===== config.mk =====
export PLATFORM = sky130hd
export DESIGN_NAME = an_adv_seq
export DESIGN_NICKNAME = d
export VERILOG_FILES = /design/src/rtl/an_seq_pkg.sv /design/src/rtl/an_reg_port.sv /design/src/rtl/an_adv_calc.sv /design/src/rtl/an_poll_timer.sv /design/src/rtl/an_adv_seq.sv
export SDC_FILE = /design/constraint.sdc
export NUM_CORES = 1
export LEC_CHECK = 0
export BUFFER_PORTS_ARGS = -buffer_cell sky130_fd_sc_hd__buf_2
export CORE_UTILIZATION = 60
export DETAILED_ROUTE_END_ITERATION = 8
export PLACE_DENSITY = 0.82
export SLEW_MARGIN = 10
export SYNTH_ARGS = -nofsm -noshare
export SYNTH_HDL_FRONTEND = slang
export SYNTH_SLANG_ARGS = --single-unit

===== constraint.sdc =====
create_clock -name clk -period 3.2 [get_ports clk]
set_input_delay 0.32 -clock clk [delete_from_list [all_inputs] [get_ports clk]]
set_output_delay 0.32 -clock clk [all_outputs]
set_load 0.03 [all_outputs]

===== src/rtl/an_seq_pkg.sv =====
package an_seq_pkg;

   localparam int CAP_W = 8;

   // capability mask positions
   localparam int CAP_10H   = 0;
   localparam int CAP_1000H = 4;
   localparam int CAP_1000F = 5;
   localparam int CAP_2500H = 6;
   localparam int CAP_2500F = 7;

   // PHY register addresses
   localparam int REG_CTL  = 0;
   localparam int REG_STAT = 1;
   localparam int REG_ADV  = 4;
   localparam int REG_GIG  = 9;
   localparam int MMD_DEV  = 7;
   localparam int MMD_SHIFT = 16;
   localparam int MG_REG   = 32;

   // bit positions inside PHY registers
   localparam int ADV_SPD_LO  = 5;
   localparam int ADV_PAUSE   = 10;
   localparam int ADV_ASM     = 11;
   localparam int GIG_HD      = 8;
   localparam int GIG_FD      = 9;
   localparam int MG_FD       = 7;
   localparam int CTL_AN_EN   = 12;
   localparam int CTL_RESTART = 9;
   localparam int STAT_AN_OK  = 5;

   localparam logic [2:0] FC_NONE = 3'd0;
   localparam logic [2:0] FC_RX   = 3'd1;
   localparam logic [2:0] FC_TX   = 3'd2;
   localparam logic [2:0] FC_FULL = 3'd3;

   typedef enum logic [3:0] {
      S_IDLE, S_RD_ADV, S_RD_GIG, S_RD_MG, S_CHK,
      S_WR_ADV, S_WR_GIG, S_WR_MG, S_RD_CTL, S_WR_CTL,
      S_POLL_A, S_POLL_B, S_DELAY, S_FINISH
   } seq_state_t;

endpackage


===== src/rtl/an_reg_port.sv =====
module an_reg_port #(
   parameter int ADDR_W = 21,
   parameter int DATA_W = 16
) (
   input  logic              clk,
   input  logic              rst_n,
   input  logic              go,
   input  logic              go_we,
   input  logic [ADDR_W-1:0] go_addr,
   input  logic [DATA_W-1:0] go_wdata,
   output logic              bus_req,
   output logic              bus_we,
   output logic [ADDR_W-1:0] bus_addr,
   output logic [DATA_W-1:0] bus_wdata,
   input  logic              bus_ack,
   input  logic [DATA_W-1:0] bus_rdata,
   input  logic              bus_err,
   output logic              fin,
   output logic              fin_err,
   output logic [DATA_W-1:0] fin_rdata
);

   always_ff @(posedge clk) begin
      if (!rst_n) begin
         bus_req   <= 1'b0;
         bus_we    <= 1'b0;
         bus_addr  <= '0;
         bus_wdata <= '0;
         fin       <= 1'b0;
         fin_err   <= 1'b0;
         fin_rdata <= '0;
      end else begin
         fin     <= bus_req & bus_ack;
         fin_err <= bus_req & bus_ack & bus_err;
         if (bus_req && bus_ack) begin
            bus_req   <= 1'b0;
            fin_rdata <= bus_rdata;
         end else if (go) begin
            bus_req   <= 1'b1;
            bus_we    <= go_we;
            bus_addr  <= go_addr;
            bus_wdata <= go_wdata;
         end
      end
   end

   // request and its payload hold until acknowledged
   p_req_hold_r12: assert property (@(posedge clk) disable iff (!rst_n)
      bus_req && !bus_ack |=> bus_req && $stable(bus_addr) && $stable(bus_we)
                              && $stable(bus_wdata));
   // a new access is never launched over a pending one
   p_no_overlap_r12: assert property (@(posedge clk) disable iff (!rst_n)
      go |-> !bus_req);
   // request drops after acknowledge
   p_req_drop_r12: assert property (@(posedge clk) disable iff (!rst_n)
      bus_req && bus_ack |=> !bus_req);

endmodule


===== src/rtl/an_adv_calc.sv =====
module an_adv_calc
   import an_seq_pkg::*;
#(
   parameter int DATA_W   = 16,
   parameter int HAS_MGIG = 1
) (
   input  logic [DATA_W-1:0] adv_in,
   input  logic [DATA_W-1:0] gig_in,
   input  logic [DATA_W-1:0] mg_in,
   input  logic [CAP_W-1:0]  spd_mask,
   input  logic [2:0]        fc_mode,
   output logic [DATA_W-1:0] adv_out,
   output logic [DATA_W-1:0] gig_out,
   output logic [DATA_W-1:0] mg_out,
   output logic              mode_bad
);

   localparam int N_LOW_SPD = 4;

   always_comb begin
      adv_out  = adv_in;
      mode_bad = 1'b0;
      for (int i = 0; i < N_LOW_SPD; i++) begin
         adv_out[ADV_SPD_LO + i] = spd_mask[CAP_10H + i];
      end
      case (fc_mode)
         FC_NONE: begin
            adv_out[ADV_PAUSE] = 1'b0;
            adv_out[ADV_ASM]   = 1'b0;
         end
         FC_RX, FC_FULL: begin
            adv_out[ADV_PAUSE] = 1'b1;
            adv_out[ADV_ASM]   = 1'b1;
         end
         FC_TX: begin
            adv_out[ADV_PAUSE] = 1'b0;
            adv_out[ADV_ASM]   = 1'b1;
         end
         default: mode_bad = 1'b1;
      endcase
   end

   // half-duplex gigabit requests are refused; only full duplex is carried
   always_comb begin
      gig_out         = gig_in;
      gig_out[GIG_HD] = 1'b0;
      gig_out[GIG_FD] = spd_mask[CAP_1000F];
   end

   generate
      if (HAS_MGIG != 0) begin : g_mgig
         always_comb begin
            mg_out        = mg_in;
            mg_out[MG_FD] = spd_mask[CAP_2500F];
         end
      end else begin : g_no_mgig
         assign mg_out = mg_in;
      end
   endgenerate

endmodule


===== src/rtl/an_poll_timer.sv =====
module an_poll_timer #(
   parameter int POLL_LIMIT = 45,
   parameter int DELAY_CYC  = 20_000_000
) (
   input  logic clk,
   input  logic rst_n,
   input  logic clear,
   input  logic attempt_inc,
   input  logic delay_run,
   output logic last_attempt,
   output logic delay_done
);

   localparam int ATT_W = $clog2(POLL_LIMIT + 1);
   localparam int DLY_W = $clog2(DELAY_CYC + 1);

   logic [ATT_W-1:0] att_cnt;
   logic [DLY_W-1:0] dly_cnt;

   assign last_attempt = (att_cnt == ATT_W'(POLL_LIMIT - 1));
   assign delay_done   = delay_run && (dly_cnt == DLY_W'(DELAY_CYC - 1));

   always_ff @(posedge clk) begin
      if (!rst_n || clear) begin
         att_cnt <= '0;
      end else if (attempt_inc && att_cnt != ATT_W'(POLL_LIMIT)) begin
         att_cnt <= att_cnt + 1'b1;
      end
   end

   always_ff @(posedge clk) begin
      if (!rst_n || !delay_run || delay_done) begin
         dly_cnt <= '0;
      end else begin
         dly_cnt <= dly_cnt + 1'b1;
      end
   end

   // attempts never exceed the limit
   p_attempt_bound_r8: assert property (@(posedge clk) disable iff (!rst_n)
      att_cnt <= ATT_W'(POLL_LIMIT));
   // delay counter stays within its window while running
   p_delay_bound_r9: assert property (@(posedge clk) disable iff (!rst_n)
      delay_run |-> dly_cnt < DLY_W'(DELAY_CYC));

endmodule


===== src/rtl/an_adv_seq.sv =====
module an_adv_seq
   import an_seq_pkg::*;
#(
   parameter int ADDR_W     = 21,
   parameter int DATA_W     = 16,
   parameter int POLL_LIMIT = 45,
   parameter int DELAY_CYC  = 20_000_000,
   parameter int HAS_MGIG   = 1
) (
   input  logic              clk,
   input  logic              rst_n,
   input  logic              start,
   input  logic [7:0]        cap_req,
   input  logic [7:0]        cap_support,
   input  logic [2:0]        fc_mode,
   input  logic              wait_done_en,
   output logic              busy,
   output logic              done,
   output logic              recheck,
   output logic              an_complete,
   output logic              err_cfg,
   output logic              err_bus,
   output logic              phy_req,
   output logic              phy_we,
   output logic [ADDR_W-1:0] phy_addr,
   output logic [DATA_W-1:0] phy_wdata,
   input  logic              phy_ack,
   input  logic [DATA_W-1:0] phy_rdata,
   input  logic              phy_err
);

   localparam logic [ADDR_W-1:0] A_CTL  = ADDR_W'(REG_CTL);
   localparam logic [ADDR_W-1:0] A_STAT = ADDR_W'(REG_STAT);
   localparam logic [ADDR_W-1:0] A_ADV  = ADDR_W'(REG_ADV);
   localparam logic [ADDR_W-1:0] A_GIG  = ADDR_W'(REG_GIG);
   localparam logic [ADDR_W-1:0] A_MG   = ADDR_W'((MMD_DEV << MMD_SHIFT) | MG_REG);
   localparam logic [DATA_W-1:0] CTL_SET =
      (DATA_W'(1) << CTL_AN_EN) | (DATA_W'(1) << CTL_RESTART);

   generate
      if (ADDR_W < MMD_SHIFT + 3) begin : g_bad_addr
         $error("ADDR_W too small to carry the MMD device field");
      end
      if (DATA_W < 16) begin : g_bad_data
         $error("DATA_W must hold a 16-bit PHY register");
      end
      if (POLL_LIMIT < 1) begin : g_bad_poll
         $error("POLL_LIMIT must be at least 1");
      end
      if (DELAY_CYC < 1) begin : g_bad_dly
         $error("DELAY_CYC must be at least 1");
      end
   endgenerate

   seq_state_t state;
   logic              issued;
   logic [CAP_W-1:0]  mask_q, sup_q;
   logic [2:0]        mode_q;
   logic              wait_q;
   logic [DATA_W-1:0] adv_q, gig_q, mg_q, ctl_q;

   logic              op_act, op_we, go;
   logic [ADDR_W-1:0] op_addr;
   logic [DATA_W-1:0] op_wd;
   logic              fin, fin_err;
   logic [DATA_W-1:0] fin_rdata;
   logic [DATA_W-1:0] adv_new, gig_new, mg_new;
   logic              mode_bad;
   logic              last_att, dly_done, att_inc;
   logic              sup_gig, sup_mg;
   logic [CAP_W-1:0]  eff_mask;

   assign sup_gig  = sup_q[CAP_1000F];
   assign sup_mg   = (HAS_MGIG != 0) && sup_q[CAP_2500F];
   assign eff_mask = cap_req & cap_support;

   // access decode per state
   always_comb begin
      op_act  = 1'b1;
      op_we   = 1'b0;
      op_addr = '0;
      op_wd   = '0;
      case (state)
         S_RD_ADV: op_addr = A_ADV;
         S_RD_GIG: op_addr = A_GIG;
         S_RD_MG:  op_addr = A_MG;
         S_WR_ADV: begin op_we = 1'b1; op_addr = A_ADV; op_wd = adv_q; end
         S_WR_GIG: begin op_we = 1'b1; op_addr = A_GIG; op_wd = gig_q; end
         S_WR_MG:  begin op_we = 1'b1; op_addr = A_MG;  op_wd = mg_q;  end
         S_RD_CTL: op_addr = A_CTL;
         S_WR_CTL: begin op_we = 1'b1; op_addr = A_CTL; op_wd = ctl_q | CTL_SET; end
         S_POLL_A, S_POLL_B: op_addr = A_STAT;
         default: op_act = 1'b0;
      endcase
   end

   assign go      = op_act && !issued;
   assign att_inc = (state == S_POLL_B) && fin && !fin_err;

   an_reg_port #(.ADDR_W(ADDR_W), .DATA_W(DATA_W)) i_port (
      .clk(clk), .rst_n(rst_n),
      .go(go), .go_we(op_we), .go_addr(op_addr), .go_wdata(op_wd),
      .bus_req(phy_req), .bus_we(phy_we), .bus_addr(phy_addr), .bus_wdata(phy_wdata),
      .bus_ack(phy_ack), .bus_rdata(phy_rdata), .bus_err(phy_err),
      .fin(fin), .fin_err(fin_err), .fin_rdata(fin_rdata)
   );

   an_adv_calc #(.DATA_W(DATA_W), .HAS_MGIG(HAS_MGIG)) i_calc (
      .adv_in(adv_q), .gig_in(gig_q), .mg_in(mg_q),
      .spd_mask(mask_q), .fc_mode(mode_q),
      .adv_out(adv_new), .gig_out(gig_new), .mg_out(mg_new),
      .mode_bad(mode_bad)
   );

   an_poll_timer #(.POLL_LIMIT(POLL_LIMIT), .DELAY_CYC(DELAY_CYC)) i_timer (
      .clk(clk), .rst_n(rst_n),
      .clear(state == S_IDLE),
      .attempt_inc(att_inc),
      .delay_run(state == S_DELAY),
      .last_attempt(last_att),
      .delay_done(dly_done)
   );

   always_ff @(posedge clk) begin
      if (!rst_n) begin
         state       <= S_IDLE;
         issued      <= 1'b0;
         mask_q      <= '0;
         sup_q       <= '0;
         mode_q      <= '0;
         wait_q      <= 1'b0;
         adv_q       <= '0;
         gig_q       <= '0;
         mg_q        <= '0;
         ctl_q       <= '0;
         an_complete <= 1'b0;
         err_cfg     <= 1'b0;
         err_bus     <= 1'b0;
      end else begin
         if (go) issued <= 1'b1;
         if (fin) issued <= 1'b0;

         if (fin && fin_err) begin
            err_bus <= 1'b1;
            state   <= S_FINISH;
         end else begin
            case (state)
               S_IDLE: if (start) begin
                  mask_q      <= (eff_mask == '0) ? cap_support : eff_mask;
                  sup_q       <= cap_support;
                  mode_q      <= fc_mode;
                  wait_q      <= wait_done_en;
                  gig_q       <= '0;
                  mg_q        <= '0;
                  an_complete <= 1'b0;
                  err_cfg     <= 1'b0;
                  err_bus     <= 1'b0;
                  state       <= S_RD_ADV;
               end
               S_RD_ADV: if (fin) begin
                  adv_q <= fin_rdata;
                  state <= sup_gig ? S_RD_GIG : (sup_mg ? S_RD_MG : S_CHK);
               end
               S_RD_GIG: if (fin) begin
                  gig_q <= fin_rdata;
                  state <= sup_mg ? S_RD_MG : S_CHK;
               end
               S_RD_MG: if (fin) begin
                  mg_q  <= fin_rdata;
                  state <= S_CHK;
               end
               S_CHK: begin
                  if (mode_bad) begin
                     err_cfg <= 1'b1;
                     state   <= S_FINISH;
                  end else begin
                     adv_q <= adv_new;
                     gig_q <= gig_new;
                     mg_q  <= mg_new;
                     state <= S_WR_ADV;
                  end
               end
               S_WR_ADV: if (fin)
                  state <= sup_gig ? S_WR_GIG : (sup_mg ? S_WR_MG : S_RD_CTL);
               S_WR_GIG: if (fin)
                  state <= sup_mg ? S_WR_MG : S_RD_CTL;
               S_WR_MG: if (fin) state <= S_RD_CTL;
               S_RD_CTL: if (fin) begin
                  ctl_q <= fin_rdata;
                  state <= S_WR_CTL;
               end
               S_WR_CTL: if (fin) state <= wait_q ? S_POLL_A : S_FINISH;
               S_POLL_A: if (fin) state <= S_POLL_B;
               S_POLL_B: if (fin) begin
                  if (fin_rdata[STAT_AN_OK]) begin
                     an_complete <= 1'b1;
                     state       <= S_FINISH;
                  end else if (last_att) begin
                     state <= S_FINISH;
                  end else begin
                     state <= S_DELAY;
                  end
               end
               S_DELAY: if (dly_done) state <= S_POLL_A;
               S_FINISH: state <= S_IDLE;
               default: state <= S_IDLE;
            endcase
         end
      end
   end

   assign busy    = (state != S_IDLE);
   assign done    = (state == S_FINISH);
   assign recheck = (state == S_FINISH) && !err_cfg && !err_bus;

   // half-duplex gigabit never advertised
   p_gig_half_r4: assert property (@(posedge clk) disable iff (!rst_n)
      phy_req && phy_we && phy_addr == A_GIG |-> !phy_wdata[GIG_HD]);
   // transmit-only mode advertises asymmetric direction without pause
   p_pause_tx_r5: assert property (@(posedge clk) disable iff (!rst_n)
      phy_req && phy_we && phy_addr == A_ADV && mode_q == FC_TX
      |-> phy_wdata[ADV_ASM] && !phy_wdata[ADV_PAUSE]);
   // mode none advertises neither pause bit
   p_pause_none_r5: assert property (@(posedge clk) disable iff (!rst_n)
      phy_req && phy_we && phy_addr == A_ADV && mode_q == FC_NONE
      |-> !phy_wdata[ADV_ASM] && !phy_wdata[ADV_PAUSE]);
   // no access while a configuration error stands
   p_cfg_quiet_r6: assert property (@(posedge clk) disable iff (!rst_n)
      err_cfg |-> !phy_req);
   // control write carries enable and restart
   p_restart_bits_r7: assert property (@(posedge clk) disable iff (!rst_n)
      phy_req && phy_we && phy_addr == A_CTL
      |-> phy_wdata[CTL_AN_EN] && phy_wdata[CTL_RESTART]);
   // end-of-run pulse lasts one cycle
   p_done_pulse_r11: assert property (@(posedge clk) disable iff (!rst_n)
      done |=> !done);
   // after a bus error the port goes quiet
   p_bus_quiet_r10: assert property (@(posedge clk) disable iff (!rst_n)
      err_bus |-> !phy_req);

endmodule


==> summary.txt, run 1 <==
Final layout
  – Final Util: 69.9%
  – Final #Nets: 939
  – Finished Cell Area: 8050 sq um
  – Area overhead of the layout relative to synthesis: 12.9%
  – Share of layout cells above drive strength 1: 15.6%
  – # diodes: 0

Clock network
  – TritonCTS clock tree: yes
  – Setup bufs post-CTS: 0
  – CTS Buf Count: 17
  – Number of gates resized after CTS: 0
  – CTS Buffer Depth: 2
  – Worst-Skew Late Latency: 0.43 ns
  – Root Driver: clkbuf_16
  – Clock sink count: 153
  – Max H-tree Level: 4
  – Clock slew at reported path FFs: 0.06 ns
  – Hold Buf Count CTS: 0

Power
  – Pint: 3.74 mW
  – Comb power frac: 24.6%
  – Peak supply drop: 0.396 mV
  – Pleak: 2.86 nW
  – Seq pwr share: 39.0%
  – Total power: 5.66 mW
  – Clock network fraction of total power: 36.4%
  – PwrDens: 704 nW/um^2
  – Sw Ratio: 33.9%
  – Sw power: 1.92 mW

Setup path
  – Crit path from: state[0]
  – Cell depth of the worst setup path: 5
  – CP max stage delay: 0.89 ns
  – Depth of the worst register-to-register path: 5
  – Crit-path cells: inv_1 -> or3_1 -> a211oi_2 -> nand3_1 -> o211a_1
  – Setup crit end: adv_q[7]
  – CP bufs+invs: 1
  – Worst setup EP type: register
  – Setup Crit Path Kind: reg -> reg
  – Startpoint Class: register
  – Delay-heaviest family, CP: flip-flops
  – Worst EP arrival: 2.92 ns
  – Slowest CP cell: dfxtp_1
  – Worst R2R Start: state[0]
  – Crit Path Max Fanout: 26
  – Required time of the worst setup path: 3.52 ns
  – Crit Reg-Reg Endpoint: adv_q[7]
  – R2r setup slk: 0.60 ns

Logic synthesis
  – Seq/Total Area, Yosys: 43.0%
  – Yosys warns: 0
  – Avg Cell Area, Syn: 8.39 sq um
  – Post-synthesis cell area: 7130 sq um
  – Post-synth top flop: dfxtp_1
  – Synth top area share: 43.0%
  – Synth async-reset ratio: 0%
  – Synth area leader: dfxtp_1
  – EDFF count, synth: 0
  – Largest cells by area after synthesis: dfxtp_1 (43%), nand2_1 (8.1%), a21boi_0 (3.7%), nand3_1 (3.1%), nor2_1 (2.9%)
  – Post-synthesis cell type count: 64
  – Cell count after synthesis: 849
  – Commonest cells post-synth: dfxtp_1 (153), nand2_1 (153), nor2_1 (56), nand3_1 (44), a21oi_1 (41)
  – Yosys reg bits: 153

STA
  – Final Hold Fails: 0
  – Max Slew Vio Count: 0
  – Worst-Margin Slew: 0.872 ns
  – Final period util: 81.3%
  – Fin Setup TNS: 0 ns
  – Final setup vio count: 0
  – Fmax achieved: 384 MHz
  – Final hold slack: 0.0943 ns
  – Unrepaired setup endpoints after global routing: no
  – Clock skew: 0.00834 ns
  – Slew margin rel.: 41.8%
  – Tmin final: 2.60 ns

Global routing
  – Initial antenna violation count: 0
  – Vias in the first global route: 6187
  – First-pass GRT wire length: 30300 um
  – Largest net degree at the start of global routing: 91
  – GRT overflow: 0
  – Total GRT Usage: 30.9%

Floorplan
  – Die X: 111 um
  – Die area: 12300 sq um
  – IO Pins: 86
  – Die Height: 111 um
  – Core Area: 11500 sq um
  – FP Rows: 39
  – Initial core utilization: 61.9%

Placement
  – Post-DP Area: 7440 sq um
  – Number of port buffers: 71
  – Routability cong.: 0.917
  – DP HPWL: 12100 um

Routing
  – Drt total wl: 18200 um
  – DRC: 15
  – Vias per cell: 6.07
  – Via Count: 6367
  – Initial DRC Count: 600
  – Post-DRT Antenna Nets: 0
  – WL/cell: 17.3 um
  – Detailed Routing Iterations Pass 1: 7

Status
  – Status: finished with violations
  – Failing checks: DRC

Flow run
  – # Max-Cap Violations: 0

Worst hold path
  – Hold Crit Class: in -> reg
==> cells by family (layout without fill, tap and decap cells) <==
logic type,count (synthesis),after routing,synth area share [%]
AO/OA/AOI/OAI,201,201,19.8
XOR/XNOR,28,28,3.44
adder cells (fa/ha/maj),4,4,0.702
buffers and inverters,84,128,6.00
flip-flops,153,153,43.0
multiplexers,6,6,0.895
other,1,14,0.0526
AND/OR/NAND/NOR,372,372,26.1
==> cell type report <==
| type | instances | area (sq um) |
|---|---|---|
| multi-input cells | 625 | 3680 |
| inverters | 10 | 37.5 |
| clock inverters | 8 | 118 |
| fillers | 921 | 3470 |
| clock buffers | 23 | 488 |
| repair buffers | 87 | 475 |
| well taps | 143 | 179 |
| flip-flops and latches | 153 | 3060 |
==> cells in the final DEF (no fill, tap or decap), drive strengths merged, types with 17 or more instances in the layout <==
master,count
nor2,59
and2,18
a21boi,45
nor2b,23
nand2,153
nand3,45
xnor2,17
buf,87
clkbuf,23
dfxtp,153
a21oi,41
o21ai,28
a22oi,21
==> through the flow <==
stage,setup slack [ns],instances
finish,0.599,1049
global route,0.418,1049
CTS,0.665,1049
detailed placement,0.691,1018
global placement,0.785,1018
floorplan,0.958,862
==> per-layer routing <==
metal,GRT usage (%),vias up,share of wire (%)
li1,-,3035,-
met2,53.2,302,48
met4,15.3,0,2.6
met3,5.69,46,7.4
met1,37.0,2984,42
met5,0,-,0
==> power by group through the flow <==
stage	logic, mW	clock network [mW]	registers [mW]
floorplan	1.06	0	2.17
global placement	1.31	0	2.23
detailed placement	1.34	0	2.24
CTS	1.36	2.08	2.20
global route	1.51	2.16	2.22
finish	1.39	2.06	2.21
==> worst min-delay path by stage <==
stage	end	slack [ns]	cells past startpoint	start
after floorplan	gig_q[12]	0.43	2	gig_q[12]
after global placement	adv_q[14]	0.44	2	adv_q[14]
after detailed placement	adv_q[14]	0.45	2	adv_q[14]
after CTS	i_port.fin_err	0.09	2	phy_err
after global routing	i_port.fin_err	0.1	2	phy_err
final	i_port.fin_err	0.09	2	phy_err
==> flip-flops by register name (all words and copies together) (netlist names), 2 cells and up <==
signal	flops
i_timer.dly_cnt	25
mg_q	16
i_port.bus_wdata	16
i_port.bus_addr	4
state	4
adv_q	16
sup_q	2
gig_q	16
i_port.fin_rdata	16
mode_q	3
ctl_q	14
mask_q	6
i_timer.att_cnt	6
No activity file was read; power rests on OpenSTA's default activity.
==> run 2, diff against run 1 <==
CORE_UTILIZATION = 58   (was 60)
PLACE_DENSITY = 0.8   (was 0.82)
clock period = 2.6 ns   (was 3.2 ns; I/O delays follow)
==> run 2 against run 1 <==
Effect of this change: the flow now finishes without violations; die area increased by 3.4%; cell area increased by 0.86%; routed wire length decreased by 3.7%; clock power increased by 21%; global-route usage decreased by 1.9 points; worst setup slack got worse by 0.46 ns; combinational power increased by 27%; register-to-register slack got worse by 0.46 ns; fmax increased by 5.7%; clock skew decreased by 0.0022 ns; sequential cell count unchanged; largest cell class unchanged; highest routed layer unchanged.
==> summary.txt, run 2 (synthesized netlist as in run 1, its figures left out) <==
Clock network
  – CTS Buf Count: 17 (unchanged)
  – Clock sink count: 153 (unchanged)
  – Clock slew at reported path FFs: 0.06 ns (about the same)
  – Setup bufs post-CTS: 0 (unchanged)
  – Hold Buf Count CTS: 0 (unchanged)
  – Worst-Skew Late Latency: 0.43 ns (about the same)
  – TritonCTS clock tree: yes
  – Number of gates resized after CTS: 0 (unchanged)
  – Max H-tree Level: 4 (unchanged)
  – CTS Buffer Depth: 2 (unchanged)
  – Root Driver: clkbuf_16

STA
  – Slew margin rel.: 17.6% (-24 points)
  – Fin Setup TNS: 0 ns (unchanged)
  – Final hold slack: 0.0333 ns (-0.0611 ns)
  – Final Hold Fails: 0 (unchanged)
  – Max Slew Vio Count: 0 (unchanged)
  – Worst-Margin Slew: 1.23 ns (+0.360 ns)
  – Fmax achieved: 406 MHz (+5.7%)
  – Unrepaired setup endpoints after global routing: no
  – Final setup vio count: 0 (unchanged)
  – Tmin final: 2.46 ns (-0.140 ns)
  – Final period util: 94.7% (+13 points)
  – Clock skew: 0.00610 ns (-0.00224 ns)

Setup path
  – Required time of the worst setup path: 2.98 ns (-0.54 ns)
  – Slowest CP cell: nor2_1
  – Delay-heaviest family, CP: simple AND/OR/NAND/NOR gates
  – Setup Crit Path Kind: reg -> reg
  – CP bufs+invs: 0 (-1)
  – CP max stage delay: 0.98 ns (+0.09 ns)
  – Startpoint Class: register
  – Worst EP arrival: 2.84 ns (-0.08 ns)
  – Worst setup EP type: register
  – Crit Path Max Fanout: 14 (-46%)
  – Crit-path cells: nand2b_1 -> nor2_1 -> a221oi_1 -> o21ai_0 -> and2_1

Floorplan
  – FP Rows: 40 (+2.6%)
  – Core Area: 12000 sq um (+4.3%)
  – Initial core utilization: 59.3% (-2.6 points)
  – IO Pins: 86 (unchanged)
  – Die X: 113 um (+1.7%)
  – Die Height: 113 um (+1.7%)
  – Die area: 12700 sq um (+3.4%)

Routing
  – Post-DRT Antenna Nets: 0 (unchanged)
  – Detailed Routing Iterations Pass 1: 5 (-2)
  – WL/cell: 16.5 um (-4.9%)
  – Initial DRC Count: 507 (-16%)
  – Drt total wl: 17500 um (-3.7%)
  – DRC: 0 (-15)
  – Vias per cell: 5.84 (-3.8%)
  – Via Count: 6210 (-2.5%)

Flow run
  – # Max-Cap Violations: 0 (unchanged)

Final layout
  – Most frequent cells in the layout: nand2_1 (153), dfxtp_1 (153), buf_2 (71), nor2_1 (56), nand3_1 (44)
  – Final #Nets: 949 (+1.1%)
  – Share of layout cells above drive strength 1: 16.4% (+0.81 points)
  – Finished Cell Area: 8110 sq um (+0.86%)
  – # diodes: 0 (unchanged)
  – Max reg flops: 25 (unchanged)
  – Largest reg by FF count: i_timer.dly_cnt
  – Area overhead of the layout relative to synthesis: 13.9%

Status
  – Status: finished clean

Global routing
  – Initial antenna violation count: 0 (unchanged)
  – Total GRT Usage: 28.9% (-1.9 points)
  – GRT overflow: 0 (unchanged)
  – First-pass GRT wire length: 28900 um (-4.6%)
  – Vias in the first global route: 5802 (-6.2%)
  – Largest net degree at the start of global routing: 53 (-42%)

Power
  – Pleak: 2.89 nW (+1.1%)
  – Peak supply drop: 0.552 mV (+39%)
  – PwrDens: 858 nW/um^2 (+22%)
  – Seq pwr share: 38.7% (-0.3 points)
  – Pint: 4.59 mW (+23%)
  – Comb power frac: 25.4% (+0.8 points)
  – Sw power: 2.38 mW (+24%)
  – Clock network fraction of total power: 36.0% (-0.4 points)
  – Sw Ratio: 34.1% (+0.26 points)

Placement
  – DP HPWL: 11600 um (-3.8%)
  – Post-DP Area: 7520 sq um (+1.1%)
  – Number of port buffers: 71 (unchanged)
  – Routability cong.: 0.890 (-2.9%)

Worst hold path
  – Hold Crit Class: in -> reg
## run 2: changes by cell type in the layout (fill, tap and decap cells not counted)
cell,change
clkbuf_8,-3
clkinvlp_4,+2
clkinv_4,+1
inv_6,+2
clkinv_2,-3
clkbuf_1,+1
buf_4,+10
## run 2: worst register-to-register path, delay by kind of cell (launching register included)
family	cells	cell delay, ns
and+or+nand+nor	3	1.38
DFF	1	0.59
AOI/OAI and AO/OA	2	0.44
## run 2: power by group through the flow
stage	sequential (mW)	clock, mW	combinational [mW]
finish	2.69	2.50	1.77
global route	2.72	2.64	1.92
CTS	2.69	2.53	1.74
detailed placement	2.74	0	1.74
floorplan	2.67	0	1.31
global placement	2.73	0	1.73
## run 2: routing by layer
metal | global-route usage, % | routed length [um] | share of wire [%] | vias to the layer above
li1 | - | - | - | 3047
met5 | 0 | 0 | 0 | -
met4 | 8.95 | 257 | 1.5 | 0
met2 | 48.1 | 8220 | 47 | 238
met1 | 36.8 | 7710 | 44 | 2906
met3 | 7.77 | 1310 | 7.5 | 19
## run 2: worst paths after layout
check,cells after the start,end,start,slack (ns)
min reg2reg,2,mask_q[2],mask_q[2],0.45
max,5,i_port.bus_wdata[6],state[1],0.14
max reg2reg,5,i_port.bus_wdata[6],state[1],0.14
min,2,i_port.fin_err,phy_err,0.03
## run 2: cell type report
type                       count  area (sq um)
fill                        1024          3900
multi-input combinational    625          3680
sequential                   153          3060
timing repair buffer          97           551
clock buffer                  21           450
tap                          147           184
clock inverter                10           144
inverter                      10          37.5
## run 2: metrics by stage
step           setup slack [ns]  instances  total power, mW  utilization (%)
2_1_floorplan             0.418        862             3.98                -
3_3_place_gp              0.305       1032             4.46             62.6
3_5_place_dp              0.301       1032             4.47             62.6
4_1_cts                   0.226       1063             6.96             67.6
5_1_grt                 0.00518       1063             7.27             67.6
6_report                  0.139       1063             6.97             67.6
==> run 3, diff against run 2 <==
CTS_BUF_LIST = sky130_fd_sc_hd__clkbuf_4 sky130_fd_sc_hd__clkbuf_8 sky130_fd_sc_hd__clkbuf_16   (was default)
==> run 3 against run 2 <==
Effect of this change: largest cell class unchanged; register-to-register slack gained 0.06 ns; worst setup slack better by 0.061 ns; cell area rose by 0.17%; critical path type unchanged.
==> summary.txt, run 3 (synthesized netlist as in run 1, its figures left out) <==
Setup path
  – Slowest CP cell: nor4_1
  – Worst setup EP type: register
  – Crit Path Max Fanout: 15 (+1)
  – Worst EP arrival: 2.76 ns (-0.08 ns)
  – Setup Crit Path Kind: reg -> reg
  – Startpoint Class: register
  – Required time of the worst setup path: 2.96 ns (-0.02 ns)
  – CP max stage delay: 0.59 ns (-0.39 ns)
  – Crit-path cells: nor4_1 -> inv_1 -> o21ai_1 -> a211o_1 -> a22oi_1 -> nor2b_1

Floorplan
  – Die area: 12700 sq um (unchanged)
  – Initial core utilization: 59.3% (unchanged)
  – FP Rows: 40 (unchanged)
  – Die X: 113 um (unchanged)
  – Core Area: 12000 sq um (unchanged)
  – IO Pins: 86 (unchanged)
  – Die Height: 113 um (unchanged)

Placement
  – Number of port buffers: 71 (unchanged)
  – DP HPWL: 11600 um (unchanged)
  – Routability cong.: 0.890 (unchanged)
  – Pre-CTS setup slack: 0.301 ns (unchanged)
  – Placed insts: 1032 (unchanged)

Clock network
  – CTS Buf Count: 17 (unchanged)
  – Clock sink count: 153 (unchanged)
  – Worst-Skew Late Latency: 0.43 ns (about the same)
  – Clock slew at reported path FFs: 0.06 ns (about the same)
  – TritonCTS clock tree: yes
  – Setup bufs post-CTS: 0 (unchanged)
  – Hold Buf Count CTS: 0 (unchanged)
  – CTS Buffer Depth: 2 (unchanged)
  – Root Driver: clkbuf_16
  – Max H-tree Level: 4 (unchanged)

Global routing
  – Total GRT Usage: 28.7% (-0.20 points)
  – Largest net degree at the start of global routing: 53 (unchanged)
  – Vias in the first global route: 5810 (+0.14%)
  – First-pass GRT wire length: 28700 um (-0.41%)
  – Initial antenna violation count: 0 (unchanged)
  – GRT overflow: 0 (unchanged)

Power
  – Pint: 4.62 mW (+0.69%)
  – Total power: 6.99 mW (+0.40%)
  – Pleak: 2.90 nW (+0.35%)
  – Sw Ratio: 34.0% (-0.19 points)
  – Clock network fraction of total power: 36.3% (+0.3 points)
  – Seq pwr share: 38.5% (-0.2 points)
  – PwrDens: 860 nW/um^2 (+0.23%)
  – Peak supply drop: 0.550 mV (-0.41%)
  – Sw power: 2.37 mW (-0.16%)
  – Comb power frac: 25.2% (-0.2 points)

Final layout
  – Max reg flops: 25 (unchanged)
  – Most frequent cells in the layout: nand2_1 (153), dfxtp_1 (153), buf_2 (71), nor2_1 (55), nand3_1 (44)
  – Finished Layout Cells: 1063 (unchanged)
  – Area overhead of the layout relative to synthesis: 14.0%
  – Final #Nets: 949 (unchanged)
  – Largest reg by FF count: i_timer.dly_cnt
  – Share of layout cells above drive strength 1: 16.8% (+0.44 points)
  – # diodes: 0 (unchanged)

STA
  – Max Slew Vio Count: 0 (unchanged)
  – Clock skew: 0.00730 ns (+0.00120 ns)
  – Final Hold Fails: 0 (unchanged)
  – Final setup vio count: 0 (unchanged)
  – Worst-Margin Slew: 1.13 ns (-0.101 ns)
  – Final period util: 92.3% (-2.4 points)
  – Setup ws final: 0.200 ns (+0.0611 ns)
  – Tmin final: 2.40 ns (-0.0611 ns)
  – Slew margin rel.: 24.4% (+6.8 points)
  – Final hold slack: 0.0342 ns (+0.000918 ns)
  – Fmax achieved: 417 MHz (+2.5%)
  – Fin Setup TNS: 0 ns (unchanged)
  – Unrepaired setup endpoints after global routing: no

Routing
  – WL/cell: 16.3 um (-0.87%)
  – Via Count: 6216 (+0.097%)
  – Drt total wl: 17400 um (-0.87%)
  – DRC: 0 (unchanged)
  – Post-DRT Antenna Nets: 0 (unchanged)
  – Vias per cell: 5.85 (about the same)
  – Detailed Routing Iterations Pass 1: 7 (+2)
  – Initial DRC Count: 519 (+2.4%)

Flow run
  – # Max-Cap Violations: 0 (unchanged)

Status
  – Status: finished clean

Worst hold path
  – Hold Crit Class: in -> reg
==> run 3: cell counts in the layout (fill, tap and decap cells not counted) <==
No cell type changed its count.
==> run 3: per-layer routing <==
| metal | GRT usage [%] | wire length [um] |
|---|---|---|
| met5 | 0 | 0 |
| met4 | 9.91 | 287 |
| met3 | 6.91 | 1330 |
| met2 | 48.1 | 8100 |
| met1 | 36.4 | 7630 |
==> run 3: final timing paths <==
path | start | endpoint | slack [ns] | cells past startpoint
hold / removal | phy_err | i_port.fin_err | 0.03 | 2
hold reg to reg | adv_q[3] | adv_q[3] | 0.45 | 2
setup / recovery | state[1] | mg_q[6] | 0.20 | 6
setup reg to reg | state[1] | mg_q[6] | 0.20 | 6
==> run 3: worst max-delay path: cells and delay by family (launching register included) <==
kind | cells | cell delay, ns
buf+inv | 1 | 0.20
compound gates | 3 | 0.93
flops | 1 | 0.44
simple gates | 2 | 0.75
==> run 3: what timing repair did <==
action	in CTS	in global routing
endpoints found under the setup margin	0	1
resized for setup	0	1
hold endpoints to repair	0	0
==> run 3: through the flow <==
stage          cell area [sq um]  util (%)
6_report                    8130      67.7
5_1_grt                     8130      67.7
4_1_cts                     8130      67.6
3_5_place_dp                7520      62.6
3_3_place_gp                7520      62.6
2_1_floorplan               7180         -
==> run 3: power groups by stage <==
stage	logic, mW	clock network, mW	registers [mW]
4_1_cts	1.74	2.56	2.69
5_1_grt	1.92	2.66	2.71
2_1_floorplan	1.31	0	2.67
3_5_place_dp	1.74	0	2.74
3_3_place_gp	1.73	0	2.73
6_report	1.77	2.54	2.69
==> run 3: final cells by class <==
type / count / area (sq um)
clock buffers: 21 / 462
repair buffers: 97 / 551
flip-flops and latches: 153 / 3060
well taps: 147 / 184
fillers: 1021 / 3880
multi-input cells: 625 / 3690
clock inverters: 10 / 144
inverters: 10 / 37.5
